## src/rtl/ir_rx_pkg.sv

```systemverilog
package ir_rx_pkg;
  localparam int DUR_W = 7;
  localparam logic [DUR_W-1:0] DUR_MAX = '1;

  localparam logic [2:0] OFS_STATUS = 3'd0;
  localparam logic [2:0] OFS_DATA   = 3'd1;
  localparam logic [2:0] OFS_LIMIT  = 3'd4;

  // sample byte: level in the top bit, duration below it
  function automatic logic [7:0] pack_sample(input logic lvl, input logic [DUR_W-1:0] dur);
    return {lvl, dur};
  endfunction

  // status byte: enable, three zero bits, tx finished, tx underrun, timeout, data
  function automatic logic [7:0] pack_status(input logic ie, input logic to, input logic rx);
    return {ie, 3'b000, 1'b0, 1'b0, to, rx};
  endfunction

  // saturating run-length step with split at the top value
  function automatic logic [DUR_W-1:0] run_step(input logic [DUR_W-1:0] run);
    return (run == DUR_MAX) ? DUR_W'(1) : run + DUR_W'(1);
  endfunction
endpackage

```

## src/rtl/ir_tick_gen.sv

```systemverilog
module ir_tick_gen #(
  parameter int DIV = 6250
) (
  input  logic clk,
  input  logic rst_n,
  output logic tick
);
  localparam int CW = (DIV > 1) ? $clog2(DIV) : 1;
  logic [CW-1:0] cnt_q;

  assign tick = (cnt_q == CW'(DIV - 1));

  always_ff @(posedge clk or negedge rst_n) begin
    if (!rst_n) cnt_q <= '0;
    else if (tick) cnt_q <= '0;
    else cnt_q <= cnt_q + CW'(1);
  end
endmodule

```

## src/rtl/ir_run_coder.sv

```systemverilog
module ir_run_coder
  import ir_rx_pkg::*;
(
  input  logic             clk,
  input  logic             rst_n,
  input  logic             tick,
  input  logic             lvl_in,
  input  logic [DUR_W-1:0] idle_lim,
  output logic             emit,
  output logic [7:0]       emit_byte,
  output logic             idle_evt
);
  logic             idle_q, idle_n;
  logic             cur_q, cur_n;
  logic [DUR_W-1:0] run_q, run_n;
  logic [7:0]       spc_q, spc_n;
  logic             limit_hit;

  assign limit_hit = (idle_lim != '0) && (spc_q >= {1'b0, idle_lim});

  always_comb begin
    idle_n = idle_q; cur_n = cur_q; run_n = run_q; spc_n = spc_q;
    emit = 1'b0; emit_byte = '0; idle_evt = 1'b0;
    if (tick) begin
      if (idle_q) begin
        if (lvl_in) begin
          idle_n = 1'b0; cur_n = 1'b1; run_n = DUR_W'(1); spc_n = '0;
        end
      end else if (lvl_in != cur_q) begin
        emit = 1'b1; emit_byte = pack_sample(cur_q, run_q);
        cur_n = lvl_in; run_n = DUR_W'(1);
        spc_n = lvl_in ? 8'd0 : 8'd1;
      end else if (!cur_q && limit_hit) begin
        emit = 1'b1; emit_byte = pack_sample(1'b0, run_q); idle_evt = 1'b1;
        idle_n = 1'b1; run_n = '0; spc_n = '0;
      end else begin
        if (run_q == DUR_MAX) begin
          emit = 1'b1; emit_byte = pack_sample(cur_q, DUR_MAX);
        end
        run_n = run_step(run_q);
        if (!cur_q && spc_q != 8'hff) spc_n = spc_q + 8'd1;
      end
    end
  end

  always_ff @(posedge clk or negedge rst_n) begin
    if (!rst_n) begin
      idle_q <= 1'b1; cur_q <= 1'b0; run_q <= '0; spc_q <= '0;
    end else begin
      idle_q <= idle_n; cur_q <= cur_n; run_q <= run_n; spc_q <= spc_n;
    end
  end
endmodule

```

## src/rtl/ir_sample_fifo.sv

```systemverilog
module ir_sample_fifo #(
  parameter int DEPTH = 32,
  parameter int LW    = $clog2(DEPTH) + 1
) (
  input  logic          clk,
  input  logic          rst_n,
  input  logic          push,
  input  logic [7:0]    push_data,
  input  logic          pop,
  output logic [7:0]    head,
  output logic          empty,
  output logic          full,
  output logic          push_ok,
  output logic          pop_ok,
  output logic [LW-1:0] level
);
  localparam int AW = (DEPTH > 1) ? $clog2(DEPTH) : 1;

  logic [7:0]    mem [DEPTH];
  logic [AW-1:0] wr_ptr, rd_ptr;
  logic [LW-1:0] cnt_q;

  function automatic logic [AW-1:0] wrap_inc(input logic [AW-1:0] p);
    return (p == AW'(DEPTH - 1)) ? '0 : p + AW'(1);
  endfunction

  assign empty   = (cnt_q == '0);
  assign full    = (cnt_q == LW'(DEPTH));
  assign push_ok = push && !full;
  assign pop_ok  = pop && !empty;
  assign head    = empty ? 8'h00 : mem[rd_ptr];
  assign level   = cnt_q;

  always_ff @(posedge clk) begin
    if (push_ok) mem[wr_ptr] <= push_data;
  end

  always_ff @(posedge clk or negedge rst_n) begin
    if (!rst_n) begin
      wr_ptr <= '0; rd_ptr <= '0; cnt_q <= '0;
    end else begin
      if (push_ok) wr_ptr <= wrap_inc(wr_ptr);
      if (pop_ok)  rd_ptr <= wrap_inc(rd_ptr);
      case ({push_ok, pop_ok})
        2'b10:   cnt_q <= cnt_q + LW'(1);
        2'b01:   cnt_q <= cnt_q - LW'(1);
        default: cnt_q <= cnt_q;
      endcase
    end
  end
endmodule

```

## src/rtl/ir_rx_regs.sv

```systemverilog
module ir_rx_regs
  import ir_rx_pkg::*;
#(
  parameter int TICK_DIV     = 6250,
  parameter int FIFO_DEPTH   = 32,
  parameter int IDLE_DEFAULT = 20
) (
  input  logic       clk,
  input  logic       rst_n,
  input  logic       ir_in,
  input  logic       bus_sel,
  input  logic       bus_wr,
  input  logic       bus_rd,
  input  logic [2:0] bus_addr,
  input  logic [7:0] bus_wdata,
  output logic [7:0] bus_rdata,
  output logic       irq
);
  localparam int LW = $clog2(FIFO_DEPTH) + 1;

  logic             sync1_q, sync2_q;
  logic             tick;
  logic             push_req, idle_evt;
  logic [7:0]       push_byte, head;
  logic             fifo_empty, fifo_full, push_ok, pop_ok;
  logic [LW-1:0]    fifo_level;
  logic             ie_q, to_q, sts_rx;
  logic [DUR_W-1:0] lim_q;
  logic             wr_status, wr_limit, rd_data, drained;

  always_ff @(posedge clk or negedge rst_n) begin
    if (!rst_n) begin
      sync1_q <= 1'b0; sync2_q <= 1'b0;
    end else begin
      sync1_q <= ir_in; sync2_q <= sync1_q;
    end
  end

  ir_tick_gen #(.DIV(TICK_DIV)) u_tick (.clk(clk), .rst_n(rst_n), .tick(tick));

  ir_run_coder u_coder (
    .clk(clk), .rst_n(rst_n), .tick(tick), .lvl_in(sync2_q), .idle_lim(lim_q),
    .emit(push_req), .emit_byte(push_byte), .idle_evt(idle_evt)
  );

  ir_sample_fifo #(.DEPTH(FIFO_DEPTH), .LW(LW)) u_fifo (
    .clk(clk), .rst_n(rst_n), .push(push_req), .push_data(push_byte),
    .pop(rd_data), .head(head), .empty(fifo_empty), .full(fifo_full),
    .push_ok(push_ok), .pop_ok(pop_ok), .level(fifo_level)
  );

  assign wr_status = bus_sel && bus_wr && (bus_addr == OFS_STATUS);
  assign wr_limit  = bus_sel && bus_wr && (bus_addr == OFS_LIMIT);
  assign rd_data   = bus_sel && bus_rd && (bus_addr == OFS_DATA);
  assign drained   = pop_ok && (fifo_level == LW'(1)) && !push_ok;
  assign sts_rx    = !fifo_empty;

  always_ff @(posedge clk or negedge rst_n) begin
    if (!rst_n) begin
      ie_q  <= 1'b0;
      to_q  <= 1'b0;
      lim_q <= DUR_W'(IDLE_DEFAULT);
    end else begin
      if (wr_status) ie_q <= bus_wdata[7];
      if (wr_limit)  lim_q <= bus_wdata[DUR_W-1:0];
      if (idle_evt) to_q <= 1'b1;
      else if (drained) to_q <= 1'b0;
      else if (wr_status && bus_wdata[1] && fifo_empty) to_q <= 1'b0;
    end
  end

  always_comb begin
    case (bus_addr)
      OFS_STATUS: bus_rdata = pack_status(ie_q, to_q, sts_rx);
      OFS_DATA:   bus_rdata = head;
      OFS_LIMIT:  bus_rdata = {1'b0, lim_q};
      default:    bus_rdata = 8'h00;
    endcase
  end

  assign irq = ie_q && (to_q || sts_rx);
endmodule

```

## config.mk

```make
export PLATFORM = sky130hd
export DESIGN_NAME = ir_rx_regs
export DESIGN_NICKNAME = d
export VERILOG_FILES = /design/src/rtl/ir_rx_pkg.sv /design/src/rtl/ir_tick_gen.sv /design/src/rtl/ir_run_coder.sv /design/src/rtl/ir_sample_fifo.sv /design/src/rtl/ir_rx_regs.sv
export SDC_FILE = /design/constraint.sdc
export NUM_CORES = 1
export LEC_CHECK = 0
export ABC_AREA = 1
export BUFFER_PORTS_ARGS = -buffer_cell sky130_fd_sc_hd__clkbuf_2
export CORE_MARGIN = 3
export CORE_UTILIZATION = 50
export DETAILED_ROUTE_END_ITERATION = 8
export HOLD_SLACK_MARGIN = 0.05
export MAX_ROUTING_LAYER = met4
export PLACE_DENSITY = 0.66
export SETUP_SLACK_MARGIN = 0.05
export SYNTH_ARGS = -nofsm -noshare
export SYNTH_HDL_FRONTEND = slang
export SYNTH_SLANG_ARGS = --single-unit
```

## constraint.sdc

```tcl
create_clock -name clk -period 10.35 [get_ports clk]
set_input_delay 1.035 -clock clk [delete_from_list [all_inputs] [get_ports clk]]
set_output_delay 1.035 -clock clk [all_outputs]
set_load 0.05 [all_outputs]
```

==> flow_metrics.py, run 1 <==
metrics = {
    "run": {
        "max_cap_viol_count": 0,
    },
    "floorplan": {
        "placementRows": 60,
        "design.die.area_mm2": 0.02987,
        "fp.coreArea_mm2": 0.02718,
        "die_x_um": 172.8,
        "io_pins": 26,
        "dieHeight_um": 172.8,
        "initial_core_util_pct": 51.20,
    },
    "place": {
        "port_buffers": 25,
        "dp_hpwl_mm": 20.99,
        "globalplace.congestion": 0.9110,
        "dpl_cell_area_mm2": 0.01440,
    },
    "power_and_ir_drop": {
        "power_density_mw_per_mm2": 214.6,
        "peakVddDrop_v": 0.0001334,
        "p_leak_uw": 0.005267,
    },
    "timing": {
        "grt_setup_unrepaired": "false",
        "hold_viol_final": 0,
        "slew_viol_final": 0,
        "slew_headroom_pct": 36.86,
        "fin_worst_skew_ns": 0.01631,
        "finalSetupViolCount": 0,
        "fmax_ghz": 0.2037,
        "layout_min_cycle_time_ns": 4.909,
        "worstMarginPinSlew_ns": 0.9472,
        "fin_crit_sh_pct": 47.43,
        "setup_tns_ns": 0,
    },
    "global_routing": {
        "grt_pass1_wl_mm": 53.39,
        "grt_pass1_vias": 9268,
        "use_met1_pct": 32.46,
        "top_usage_layer": "met2",
        "antenna_found_initial": 0,
        "use_met3_pct": 3.030,
        "overflow": 0,
        "grt_start_max_net_pins": 90,
        "grt_util_all_layers_pct": 23.27,
        "use_met2_pct": 35.83,
    },
    "drt": {
        "dr.pass1.iters": 6,
        "routed_wl_mm": 34.05,
        "ant_nets": 0,
        "avgRoutedWirePerCell_um": 19.81,
        "drt_iter0_markers": 1012,
        "vias": 9602,
        "vias_per_cell": 5.586,
        "drc": 0,
    },
    "cells_and_area": {
        "area_delta_synth_final_pct": 11.13,
        "finalNetCount": 1361,
        "final_area_mm2": 0.01546,
        "fillers": 2266,
        "drive_gt1_share_pct": 9.725,
        "diodes": 0,
        "multiInputGateArea_mm2": 0.004244,
        "register_area_mm2": 0.009123,
    },
    "clock_network": {
        "cts_tree": "done",
        "cts-hold-fix-buffers": 0,
        "post_cts_buffers": 0,
        "h-tree-depth": 2,
        "cts_resized": 0,
        "cts_buffers": 34,
        "clkTransAtPathRegs_ns": 0.06,
        "root_buffer": "clkbuf_16",
        "clock-sinks": 313,
        "clk_path_buf_depth": 3,
        "clk_latency_ns": 0.52,
    },
    "worst_setup_path": {
        "end_kind": "output port",
        "required_ns": 9.32,
        "worst-path-max-fanout": 74,
        "arrival_ns": 3.87,
        "startpoint": "u_fifo.rd_ptr[0]",
        "criticalPathCategory": "flop to output port",
        "crit_path_start_kind": "flop",
        "r2r-start": "u_fifo.level[0]",
    },
    "outcome": {
        "status": "finished clean",
    },
    "synth": {
        "syn_inst": 1298,
        "yosysWarnings": 0,
        "ys_types": 49,
        "synth_top_area_share_pct": 55.25,
        "ys_seq_area_share_pct": 65.53,
        "netlist.top_cell.by_area": "edfxtp_1",
        "yosys_register_bits": 313,
        "synthArstFlopShare_pct": 18.21,
        "syn_area_mm2": 0.01391,
        "synthFlopType": "edfxtp_1",
        "synth-edff-count": 256,
        "syn_nets": 1338,
        "syn_area_per_cell_um2": 10.72,
        "synth.area.top_cells": "edfxtp_1, dfrtp_1, nor2_1",
    },
    "hold_path": {
        "hp-start": "sync1_q",
        "hold_path_class": "flop to flop",
    },
}
-- final cells by class --
class,count,share of cell area (%)
Sequential cell,313,59.00
Multi-Input combinational cell,845,27.45
Clock buffer,47,6.296
Tap cell,372,3.010
Inverter,89,2.217
Timing Repair Buffer,38,1.440
Clock inverter,15,0.5907
-- cells in the final DEF, fill, tap and decap left out, drive strengths merged --
| cell type | synthesis | final |
|---|---|---|
| a211oi | 1 | 1 |
| a21oi | 38 | 38 |
| a31oi | 2 | 2 |
| buf | 32 | 13 |
| bufinv | 0 | 1 |
| clkbuf | 19 | 72 |
| clkinv | 3 | 18 |
| dfrtp | 54 | 54 |
| dfstp | 3 | 3 |
| edfxtp | 256 | 256 |
| ha | 23 | 23 |
| inv | 86 | 85 |
| mux2 | 2 | 2 |
| mux2i | 1 | 1 |
| nand2 | 194 | 194 |
| nand3 | 75 | 75 |
| nand3b | 5 | 5 |
| nand4 | 10 | 10 |
| nor2 | 260 | 260 |
| nor3 | 12 | 12 |
| nor3b | 1 | 1 |
| nor4 | 2 | 2 |
| o211a | 1 | 1 |
| o211ai | 29 | 29 |
| o21a | 3 | 3 |
| o21ai | 151 | 151 |
| o22ai | 14 | 14 |
| o31ai | 1 | 1 |
| or2 | 3 | 3 |
| xnor2 | 5 | 5 |
| xor2 | 12 | 12 |
-- kinds of logic (layout without fill, tap and decap cells) --
kind of cell | Yosys count | count (layout) | synth area share (%)
buf+inv | 140 | 189 | 4.218
mux | 3 | 3 | 0.2338
simple gates | 562 | 562 | 17.24
compound gates | 240 | 240 | 9.640
fa+ha+maj | 23 | 23 | 2.068
xor+xnor | 17 | 17 | 1.070
flops | 313 | 313 | 65.53
-- power by group --
| group | total, uW | internal [uW] | switching (uW) |
|---|---|---|---|
| Sequential | 1450 | 1370 | 75.2 |
| Clock | 1160 | 683 | 481 |
| Combinational | 709 | 202 | 507 |
-- worst paths after layout --
path,to,cells after the start,slack [ns]
min in group asynchronous,lim_q[5],2,0.66
max in group asynchronous,u_fifo.rd_ptr[0],2,9.14
hold reg to reg,sync2_q,0,0.35
setup / recovery,bus_rdata[5],13,5.44
hold / removal,sync2_q,0,0.35
setup reg to reg,u_fifo.level[5],15,7.13
-- through the flow --
| step | instances | setup slack, ns | hold WS, ns | power, uW | utilization [%] |
|---|---|---|---|---|---|
| finish | 1719 | 5.441 | 0.3530 | 3318 | 56.90 |
| global route | 1719 | 5.091 | 0.3583 | 3467 | 56.90 |
| CTS | 1719 | 5.440 | 0.3555 | 3322 | 56.90 |
| detailed placement | 1657 | 5.991 | 0.3426 | 2167 | 52.98 |
| global placement | 1657 | 5.966 | 0.3379 | 2162 | 52.98 |
| floorplan | 1298 | 6.992 | 0.3312 | 1943 | - |
-- Yosys cell counts, types with 2 or more instances --
cell type / instances
nor2_1: 257
edfxtp_1: 256
nand2_1: 187
o21ai_0: 143
inv_1: 78
nand3_1: 72
dfrtp_1: 54
a21oi_1: 37
o211ai_1: 29
buf_2: 28
ha_1: 23
clkbuf_1: 19
o22ai_1: 14
xor2_1: 12
nand4_1: 9
nor3_1: 9
inv_2: 7
o21ai_1: 7
nand3b_1: 5
xnor2_1: 5
nand2_4: 4
buf_4: 3
clkinv_1: 3
dfstp_2: 3
nand2_2: 3
o21a_1: 3
or2_2: 3
mux2_2: 2
nand3_2: 2
nor3_2: 2
-- sequential cells by signal, indices dropped and copies added (netlist names), 5 cells and up --
name	count
u_fifo.wr_ptr	5
u_fifo.mem	256
u_coder.run_q	7
u_fifo.rd_ptr	5
u_fifo.level	6
lim_q	7
u_tick.cnt_q	13
u_coder.spc_q	8
-- layer usage --
metal  routed length, um  share of wire, %
met1               15120                44
met2               15930                47
met3                1985               5.8
met4                1020               3.0
met5                   0                 0
-- critical path, stage by stage, from the launching register on --
cell and delay [ns]:
dfrtp_4 0.76, clkinv_2 0.65, buf_4 0.59, nor2_1 0.21
nor2_1 0.06, o21ai_0 0.10, o21ai_0 0.13, nand2_1 0.08
nand2_1 0.06, nor2_1 0.13, nand2_1 0.09, nand3_1 0.14
nand2_1 0.07, clkbuf_2 0.24
Power figures use the tool's default switching activity.
==> run 2: changes to the inputs <==
clock period = 4.7 ns   (was 10.35 ns; I/O delays follow)
==> run 2 against run 1 <==
Against the previous run: clock skew is 0.0064 ns lower; combinational power is 130% higher; sequential cell count stayed put; worst setup slack worse by 4.7 ns; critical path type unchanged; routed wire length is 4.2% lower.
==> flow_metrics.py, run 2 (synthesis results as in run 1) <==
metrics = {
    "global_routing": {
        "grt_util_all_layers_pct": 22.51,
        "grt_pass1_wl_mm": 52.01,
        "grt_start_max_net_pins": 84,
        "overflow": 0,
        "antenna_found_initial": 0,
        "grt_pass1_vias": 9392,
    },
    "power_and_ir_drop": {
        "pwr-share-comb_pct": 22.6,
        "power.internal_uw": 4908,
        "seq_power_share_pct": 43.5,
        "power_density_mw_per_mm2": 465.4,
        "peakVddDrop_v": 0.0002867,
        "p_leak_uw": 0.005252,
        "swShare_pct": 31.71,
        "p_clk_share_pct": 33.9,
        "power_switching_uw": 2279,
    },
    "drt": {
        "dr.pass1.iters": 5,
        "vias": 9528,
        "drt_iter0_markers": 929,
        "routed_wl_mm": 32.61,
        "vias_per_cell": 5.543,
        "ant_nets": 0,
        "avgRoutedWirePerCell_um": 18.97,
        "drc": 0,
    },
    "floorplan": {
        "initial_core_util_pct": 51.20,
        "design.die.area_mm2": 0.02987,
        "die_x_um": 172.8,
        "placementRows": 60,
        "io_pins": 26,
        "dieHeight_um": 172.8,
        "fp.coreArea_mm2": 0.02718,
    },
    "cells_and_area": {
        "register_area_mm2": 0.009123,
        "diodes": 0,
        "final_common_cell": "nor2_1",
        "area_delta_synth_final_pct": 11.00,
        "fillers": 2329,
        "drive_gt1_share_pct": 9.725,
        "largest-register": "u_fifo.mem",
        "finalNetCount": 1363,
        "final_area_mm2": 0.01544,
        "reg_top3": "u_fifo.mem (256), u_tick.cnt_q (13), u_coder.spc_q (8)",
        "layout_common_cells": "nor2_1, edfxtp_1, nand2_1",
        "multiInputGateArea_mm2": 0.004244,
        "largest_reg_flops": 256,
    },
    "worst_setup_path": {
        "path_cells": "buf_4 > o21ai_0 > o211ai_1 > nand3_1 > nand3_1 > nand3_1 > nand2_1 > clkbuf_2",
        "path_buf_inv": 2,
        "cp.depth": 8,
        "required_ns": 4.23,
        "ff2ff_path_depth": 13,
        "critPathMaxStageDelay_ns": 0.82,
        "slowest_stage": "dfrtp_4",
        "criticalPathCategory": "flop to output port",
        "ff2ff_setup_slack_ns": 1.28,
        "end_kind": "output port",
        "worst-path-max-fanout": 81,
        "crit_path_start_kind": "flop",
        "crit_top_cell": "nand3_1",
        "critical-path-top-delay-family": "buffers and inverters",
        "arrival_ns": 3.48,
    },
    "timing": {
        "fin_worst_skew_ns": 0.009886,
        "hold_viol_final": 0,
        "fin_crit_sh_pct": 84.01,
        "layout_min_cycle_time_ns": 3.949,
        "setup_tns_ns": 0,
        "worstMarginPinSlew_ns": 1.243,
        "finalSetupViolCount": 0,
        "slew_viol_final": 0,
        "grt_setup_unrepaired": "false",
        "slew_headroom_pct": 17.11,
        "fmax_ghz": 0.2533,
    },
    "place": {
        "port_buffers": 25,
        "dpl_cell_area_mm2": 0.01444,
        "dp_hpwl_mm": 20.83,
        "globalplace.congestion": 0.8864,
    },
    "clock_network": {
        "h-tree-depth": 1,
        "clk_path_buf_depth": 3,
        "cts_resized": 0,
        "root_buffer": "clkbuf_16",
        "clk_latency_ns": 0.55,
        "cts_buffers": 31,
        "clock-sinks": 313,
        "cts_tree": "done",
        "clkTransAtPathRegs_ns": 0.06,
    },
    "outcome": {
        "status": "finished clean",
    },
    "hold_path": {
        "hold_path_class": "input port to async pin",
    },
    "run": {
        "max_cap_viol_count": 0,
    },
}
==> run 2: cell count changes in the layout (fill, tap and decap cells not counted), sizes merged <==
| cell | change |
|---|---|
| buf | +4 |
| bufinv | +3 |
| clkbuf | -9 |
| clkinvlp | +1 |
| dlygate4sd3 | +1 |
==> run 2: power groups by stage <==
stage	registers, uW	clock network [uW]	logic [uW]
after floorplan	3110	0	1170
after global placement	3180	0	1590
after detailed placement	3180	0	1610
after CTS	3120	2470	1620
after global routing	3140	2580	1810
final	3130	2430	1630
==> run 2: stage by stage <==
step | setup slack [ns] | util, % | hold WS, ns | total power [uW] | std cells
after floorplan | 1.342 | - | 0.1744 | 4280 | 1298
after global placement | 1.373 | 53.14 | 0.3470 | 4773 | 1661
after detailed placement | 1.302 | 53.14 | 0.3471 | 4794 | 1661
after CTS | 0.7611 | 56.83 | 0.08323 | 7214 | 1719
after global routing | 0.4950 | 56.83 | 0.1125 | 7527 | 1719
final | 0.7514 | 56.83 | 0.06414 | 7187 | 1719
==> run 2: final timing paths <==
check	from	end
min in group clk	bus_wdata[4]	lim_q[4]
hold / removal	rst_n	lim_q[5]
max in group asynchronous	rst_n	u_fifo.rd_ptr[0]
hold reg to reg	sync1_q	sync2_q
setup reg to reg	lim_q[2]	u_fifo.mem[26][2]
setup / recovery	u_fifo.rd_ptr[0]	bus_rdata[5]
==> run 2: timing repair <==
action	in CTS	in global routing
buffers inserted	0	0
endpoints found under the hold margin	1	0
hold buffers	1	0
==> run 2: area by class of cell <==
cell class | count | share of cell area [%]
Clock buffer | 38 | 5.193
Clock inverter | 19 | 1.240
Inverter | 89 | 2.220
Multi-Input combinational cell | 845 | 27.48
Sequential cell | 313 | 59.07
Tap cell | 372 | 3.014
Timing Repair Buffer | 43 | 1.782
==> run 2: metal layers <==
layer,routed length [um],global-route usage [%],up-vias,part of all wire [%]
li1,-,-,4537,-
met5,0,-,-,0
met3,1924,3.052,65,5.9
met1,14270,30.88,4622,44
met4,837,6.216,0,2.6
met2,15580,35.76,304,48
